$ cat config.mk
export PLATFORM = sky130hd
export DESIGN_NAME = uart_rx_unit
export DESIGN_NICKNAME = d
export VERILOG_FILES = /design/src/rtl/uart_rx_unit.sv
export SDC_FILE = /design/constraint.sdc
export NUM_CORES = 1
export LEC_CHECK = 0
export BUFFER_PORTS_ARGS = -buffer_cell sky130_fd_sc_hd__buf_2
export CORE_ASPECT_RATIO = 1.25
export CORE_UTILIZATION = 60
export CTS_BUF_LIST = sky130_fd_sc_hd__clkbuf_4 sky130_fd_sc_hd__clkbuf_8
export CTS_CLUSTER_DIAMETER = 120
export DETAILED_ROUTE_END_ITERATION = 6
export PLACE_DENSITY = 0.82
export SLEW_MARGIN = 20
export SYNTH_ARGS = -nofsm -noshare
export SYNTH_HDL_FRONTEND = slang
export SYNTH_SLANG_ARGS = --single-unit
$ cat constraint.sdc
create_clock -name rclk -period 4.4 [get_ports rclk]
set_input_delay 0.22 -clock rclk [delete_from_list [all_inputs] [get_ports rclk]]
set_output_delay 0.22 -clock rclk [all_outputs]
set_load 0.02 [all_outputs]
$ cat src/rtl/uart_rx_unit.sv
module uart_rx_unit #(
  parameter int OVERSAMPLE  = 16,
  parameter int SYNC_STAGES = 2
) (
  input  logic       rclk,
  input  logic       rst,
  input  logic       rx_in,
  input  logic [1:0] char_len,
  input  logic       par_en,
  input  logic       par_odd,
  input  logic       rd_buf,
  input  logic       rd_stat,
  output logic [7:0] rx_data,
  output logic       rdy_n,
  output logic       err_overrun,
  output logic       err_parity,
  output logic       err_frame,
  output logic       brk_det
);
  localparam int CW   = $clog2(OVERSAMPLE);
  localparam int HALF = OVERSAMPLE / 2;

  typedef enum logic [2:0] {S_IDLE, S_START, S_DATA, S_PAR, S_STOP} st_t;

  st_t                    state;
  logic [SYNC_STAGES-1:0] sync_q;
  logic                   rx_q;
  logic [CW-1:0]          cnt;
  logic [2:0]             bitn;
  logic [7:0]             shreg;
  logic                   pbit;

  wire       rx_s     = sync_q[SYNC_STAGES-1];
  wire       fall     = rx_q & ~rx_s;
  wire       tick_end = (cnt == CW'(OVERSAMPLE - 1));
  wire       mid      = (cnt == CW'(HALF - 1));
  wire [2:0] last_bit = {1'b1, char_len};
  wire [7:0] aligned  = shreg >> (2'd3 - char_len);
  wire       par_bad  = par_en & ((^shreg ^ pbit) != par_odd);
  wire       stop_hit = (state == S_STOP) && tick_end;
  wire       ld       = stop_hit & rx_s;
  wire       stop_bad = stop_hit & ~rx_s;
  wire       all_low  = (shreg == 8'h00) & ~(par_en & pbit);

  always_ff @(posedge rclk or posedge rst) begin
    if (rst) begin
      sync_q <= '1;
      rx_q   <= 1'b1;
    end else begin
      sync_q <= {sync_q[SYNC_STAGES-2:0], rx_in};
      rx_q   <= rx_s;
    end
  end

  always_ff @(posedge rclk or posedge rst) begin
    if (rst) begin
      state <= S_IDLE;
      cnt   <= '0;
      bitn  <= '0;
      shreg <= '0;
      pbit  <= 1'b0;
    end else begin
      case (state)
        S_IDLE: begin
          cnt <= '0;
          if (fall) begin
            state <= S_START;
            shreg <= '0;
            pbit  <= 1'b0;
            bitn  <= '0;
          end
        end
        S_START: begin
          if (mid) begin
            cnt   <= '0;
            state <= rx_s ? S_IDLE : S_DATA;
          end else begin
            cnt <= cnt + 1'b1;
          end
        end
        S_DATA: begin
          cnt <= tick_end ? '0 : cnt + 1'b1;
          if (tick_end) begin
            shreg <= {rx_s, shreg[7:1]};
            bitn  <= bitn + 1'b1;
            if (bitn == last_bit) state <= par_en ? S_PAR : S_STOP;
          end
        end
        S_PAR: begin
          cnt <= tick_end ? '0 : cnt + 1'b1;
          if (tick_end) begin
            pbit  <= rx_s;
            state <= S_STOP;
          end
        end
        S_STOP: begin
          cnt <= tick_end ? '0 : cnt + 1'b1;
          if (tick_end) state <= S_IDLE;
        end
        default: state <= S_IDLE;
      endcase
    end
  end

  always_ff @(posedge rclk or posedge rst) begin
    if (rst) begin
      rx_data     <= '0;
      rdy_n       <= 1'b1;
      err_overrun <= 1'b0;
      err_parity  <= 1'b0;
      err_frame   <= 1'b0;
      brk_det     <= 1'b0;
    end else begin
      if (rd_buf) rdy_n <= 1'b1;
      if (rd_stat) begin
        err_overrun <= 1'b0;
        err_parity  <= 1'b0;
        err_frame   <= 1'b0;
        brk_det     <= 1'b0;
      end
      if (stop_hit && par_bad) err_parity <= 1'b1;
      if (ld) begin
        rx_data <= aligned;
        rdy_n   <= 1'b0;
        if (!rdy_n && !rd_buf) err_overrun <= 1'b1;
      end
      if (stop_bad) begin
        err_frame <= 1'b1;
        if (all_low) brk_det <= 1'b1;
      end
    end
  end

  a_r2_false_start: assert property (@(posedge rclk) disable iff (rst)
    (state == S_START && mid && rx_s) |=> (state == S_IDLE && rdy_n == $past(rdy_n)));

  a_r6_no_load_bad_stop: assert property (@(posedge rclk) disable iff (rst)
    stop_bad |=> (err_frame && $stable(rx_data) && rdy_n == $past(rdy_n)));

  a_r7_load_ready: assert property (@(posedge rclk) disable iff (rst)
    ld |=> (!rdy_n && rx_data == $past(aligned)));

  a_r7_read_clears: assert property (@(posedge rclk) disable iff (rst)
    (rd_buf && !ld) |=> rdy_n);

  a_r8_overrun: assert property (@(posedge rclk) disable iff (rst)
    (ld && !rdy_n && !rd_buf) |=> err_overrun);

  a_r10_status_clear: assert property (@(posedge rclk) disable iff (rst)
    (rd_stat && !stop_hit) |=> (!err_overrun && !err_parity && !err_frame && !brk_det));

  a_r11_no_restart: assert property (@(posedge rclk) disable iff (rst)
    (state == S_IDLE && !fall) |=> (state == S_IDLE));
endmodule

* Word level (Yosys, flattened, before mapping)
Cells that the tools add are included.
** Word-level totals
- Output and inout port bits :: 13
- Word-level logic and storage cells :: 90
- Input bits :: 9
- Register bits :: 35
** Cells by class
- Shifts and indexed selects :: 1
- Equal/unequal tests :: 14
- Bitwise gates (word level) :: 9
- Reductions and logical operators :: 18
- Muxes and demuxes :: 32
- Add/subtract/negate cells :: 3
** Operators by type and width (count)
- two-way mux 3 bit :: 9
- two-way mux 8 bit :: 2
- case mux 8 bit (2 select lines) :: 1
- case mux 3 bit (5 select lines) :: 1
- two-way mux 1 bit :: 13
- != test 2 bit, second input constant :: 6
- case mux 4 bit (3 select lines) :: 1
- nonzero test 2 bit :: 5
- zero test 8 bit :: 1
- two-way mux 4 bit :: 2
- parity 8 bit :: 1
- >> shifter 8 x 2 -> 8 bit :: 1
- bitwise AND 1 bit :: 6
- == test 3 x 2 -> 1 bit, second input constant :: 2
- case mux 3 bit (2 select lines) :: 1
- AND reduction 3 bit :: 2
- AND reduction 6 bit :: 1
- adder 4 x 1 -> 4 bit, second input constant :: 1
- == test 4 x 3 -> 1 bit, second input constant :: 1
- == test 4 bit, second input constant :: 1
- adder 3 x 1 -> 3 bit, second input constant :: 1
- == test 3 x 1 -> 1 bit, second input constant :: 1
- == test 3 bit :: 1
- == test 3 bit, second input constant :: 1
- other kinds (11) :: 15

* Longest topological paths before layout
- Word-level depth :: 6
- Mapped depth :: 7
- Gate-level depth less buffers :: 6

* Worst setup path before layout
No wires, ideal clock.
- Path kind :: reg-to-reg
- Start point :: register cnt[0]
- End point :: register state[0]
- Data required time :: 4.264 ns
- Path buffers :: 1
- Stages on the path, launching flop included :: 7
- Library setup time :: 0.136 ns
- Path slack :: 2.846 ns
- Period minus slack after synthesis :: 1.554 ns
- Data arrival time :: 1.418 ns
- Path through :: dfrtp_1 ha_1 and3_1 buf_6 a21o_1 a31oi_1 o41ai_2
** On the way
- Cells in the longest elaborated chain, start to end :: 3
- Elaborated cells on any way between the ends :: 7
- Those cells by class :: eq/ne: 6; reduce/logical: 1
** RTL lines
- start, declared :: line 28 : logic [CW-1:0] cnt;
- start signal, assigned :: line 78 : cnt <= cnt + 1'b1;
- start signal, assigned :: line 82 : cnt <= tick_end ? '0 : cnt + 1'b1;
- start signal, assigned :: line 90 : cnt <= tick_end ? '0 : cnt + 1'b1;
- == test 4 x 3 -> 1 bit / == test 4 bit (equally long branches) :: line 36, 35
- != test 2 bit (no line)
- AND reduction 6 bit (no line) *
- end signal, assigned :: line 76 : state <= rx_s ? S_IDLE : S_DATA;
- end signal, assigned :: line 86 : if (bitn == last_bit) state <= par_en ? S_PAR : S_STOP;
- end, declared :: line 25 : st_t state;
Mark *: on every way between the ends. The rest lies on a longest branch, timed or not.
A chain may end at the register's enable or synchronous reset.

* Worst setup path after layout
- Start point :: register cnt[0]
- End point :: register rx_data[3]
** On the way
- Cells in the longest elaborated chain, start to end :: 3
** RTL lines
- == test 4 bit :: line 35 : wire tick_end = (cnt == CW'(OVERSAMPLE - 1));
- logical AND 1 bit :: line 40 : wire stop_hit = (state == S_STOP) && tick_end;
- bitwise AND 1 bit :: line 41 : wire ld = stop_hit & rx_s;
- end signal, assigned :: line 123 : rx_data <= aligned;
- end, declared :: line 13 : output logic [7:0] rx_data,
No other way between the ends.

==> flow_summary_export.csv <==
group,metric,value,unit
worst_setup_path,critPathMaxFanout,15,
cts,cts-htree-levels,2,
finish,synthToLayoutAreaGrowth,10.7,%
logic_synthesis,avgSynthCellArea,10.4,um^2
timing,final_max_slew_viol_count,0,
floorplanning,rows,22,
timing,layout_setup_ws,2.40,ns
drt,drc,0,
cts,cts_tree,"built",
timing,finalSetupViolations,0,
floorplanning,start_util,64.2,%
timing,skew,0.0160,ns
logic_synthesis,ys_seq_area_share,45.7,%
global_routing,grt_usage,26.7,%
logic_synthesis,yosys_warnings,0,
drt,avgRoutedWirePerCell,16.3,um
logic_synthesis,synth-edff-count,0,
worst_setup_path,critPathKind,"register to register",
floorplanning,dieWidth,52.7,um
floorplanning,dieArea,0.00344,mm^2
timing,hold_viol_final,0,
finish,final_cells,244,
drt,firstDrtPassIters,4,
timing,rsz0062_at_grt,"no",
placed_design,io_buffers,21,
logic_synthesis,synth_top_area_share,40.3,%
timing,slew_headroom,55.0,%
drt,antenna_left,0,
placed_design,pre_cts_ws,2.46,ns
global_routing,antenna_found_initial,0,
global_routing,grt.overflow.total,0,
floorplanning,core,0.00300,mm^2
global_routing,grt_pass1_vias,1415,
worst_setup_path,worstPathArrival,2.24,ns
worst_setup_path,critPathRequiredTime,4.63,ns
drt,vias_per_cell,5.95,
floorplanning,ios,22,
power,power.density,454,mW/mm^2
timing,max_freq,0.499,GHz
logic_synthesis,ys_types,47,
timing,finalWorstPathRequiredPeriod,2.00,ns
logic_synthesis,netlist_instances,186,
finish,post-route-util,71.0,%
logic_synthesis,yosys-top-cells-area,"dfrtp_1, dfstp_2, a22o_1",
finish,most-common-layout-cells,"dfrtp_1, buf_2, inv_1, nand2_1",
cts,worstSkewPairLatency,0.36,ns
power,leakage,0.973,nW
timing,period_share,45.5,%
cts,cts_buffers,5,
placed_design,dp_hpwl,2.88,mm
logic_synthesis,synth_nets,201,
cts,cts_root_buffer,"clkbuf_4",
finish,fill_cells,241,
timing,worst_pin_slew,0.675,ns
finish,drive_gt1_share,22.6,%
global_routing,grt_pass1_wl,6.56,mm
cts,clkTransAtPathRegs,0.12,ns
finish,layout_commonest_cell,"dfrtp_1",
drt,drt-total-wl,3.98,mm
finish,finalNetCount,222,
cts,ctsResizeCount,0,
logic_synthesis,synth_flop_cell,"dfrtp_1",
global_routing,grt_max_degree,36,
worst_setup_path,endpoint_kind,"register",
finish,num_antenna_cells,0,
logic_synthesis,synth_area,0.00193,mm^2
logic_synthesis,ys_seq_elements,35,
job,max_cap_viol_count,0,
logic_synthesis,async_reset_ff_share,100,%
cts,clock-sinks,35,
logic_synthesis,synth_top_cell_by_area,"dfrtp_1",
cts,cts_buffer_depth,2,
worst_setup_path,cp-start-kind,"register",
floorplanning,die_h,65.3,um
drt,drtIter0Drc,36,
drt,route.vias.total,1452,
power,vdd_ir_drop_max,0.332,mV
run_status,status,"finished, final reports clean",
hold_path,min-delay-path-class,"input port to register",
placed_design,placed_cells,234,
timing,fin_tns_setup,0,ns
placed_design,place_congestion,0.821,
==> kinds of logic after synthesis <==
logic type	Yosys count	share of synthesized area, %
and+or+nand+nor	47	14.4
DFF	35	45.7
AOI/OAI and AO/OA	52	18.8
muxes	12	7.28
xor gates and xnor gates	8	3.64
buffers and inverters	26	6.17
adders and majority gates	6	3.90
==> per-stage QoR <==
| step | area, um^2 | power (mW) | hold slack, ns |
|---|---|---|---|
| after floorplan | 1930 | 0.666 | 0.224 |
| after global placement | 2020 | 0.699 | 0.325 |
| after detailed placement | 2020 | 0.720 | 0.330 |
| after CTS | 2130 | 0.966 | 0.0655 |
| after global routing | 2130 | 1.02 | 0.0562 |
| final | 2130 | 0.968 | 0.0673 |
==> registers in the layout, indices dropped and copies added, names as in the netlist <==
signal	flops
err_parity	1
cnt	4
rx_data	8
state	3
rdy_n	1
pbit	1
err_overrun	1
shreg	8
bitn	3
sync_q	2
rx_q	1
brk_det	1
err_frame	1
==> per-layer routing <==
layer | share of wire, % | track usage [%] | up-vias
li1 | - | - | 700
met1 | 41 | 30.0 | 708
met2 | 53 | 46.4 | 35
met3 | 3.3 | 7.18 | 9
met4 | 2.1 | 10.9 | 0
met5 | 0 | 0 | -
==> cell usage after synthesis, types with 3 or more instances <==
cell type / number
mux2_1: 3
xnor2_1: 5
o32ai_1: 3
xor2_1: 3
inv_1: 16
a22o_1: 9
ha_1: 6
o21ai_0: 4
nand3_1: 5
nor2_1: 8
o22ai_1: 3
clkbuf_1: 3
dfstp_2: 4
o21ai_1: 10
a21oi_1: 10
buf_2: 5
mux2_2: 3
mux2i_1: 5
dfrtp_1: 31
nand2_1: 16
==> final timing paths <==
path                            from    endpoint  slack, ns  depth (start not counted)
min reg2reg                sync_q[0]   sync_q[1]       0.37                          0
max                           cnt[0]  rx_data[3]       2.40                          4
min                          rd_stat     brk_det       0.07                          2
min in group asynchronous        rst     bitn[2]       0.49                          4
max reg2reg                   cnt[0]  rx_data[3]       2.40                          4
max in group asynchronous        rst   sync_q[0]       3.56                          4
==> critical path, stage by stage (launching register included) <==
cell and delay, ns:
dfrtp_1 0.46, ha_1 0.25, and3_1 0.47, nand4_4 0.29, mux2_1 0.41
==> power by group <==
| group | switching (mW) | internal [mW] |
|---|---|---|
| combinational | 0.151 | 0.122 |
| clock | 0.112 | 0.134 |
| sequential | 0.0853 | 0.364 |
| total | 0.348 | 0.620 |
==> layout make-up <==
type,instances,area [um^2],share of cell area [%]
well taps,36,45.0,2.11
inverters,16,60.1,2.82
clock inverters,2,35.0,1.64
clock buffers,6,51.3,2.41
repair buffers,24,133,6.22
multi-input cells,125,926,43.5
flip-flops and latches,35,881,41.3
==> timing repair <==
| item | 4_1_cts | 5_1_grt |
|---|---|---|
| hold buffers | 2 | 0 |
| buffers inserted | 0 | 0 |
| hold endpoints to repair | 32 | 0 |
No activity file was read; power rests on OpenSTA's default activity.
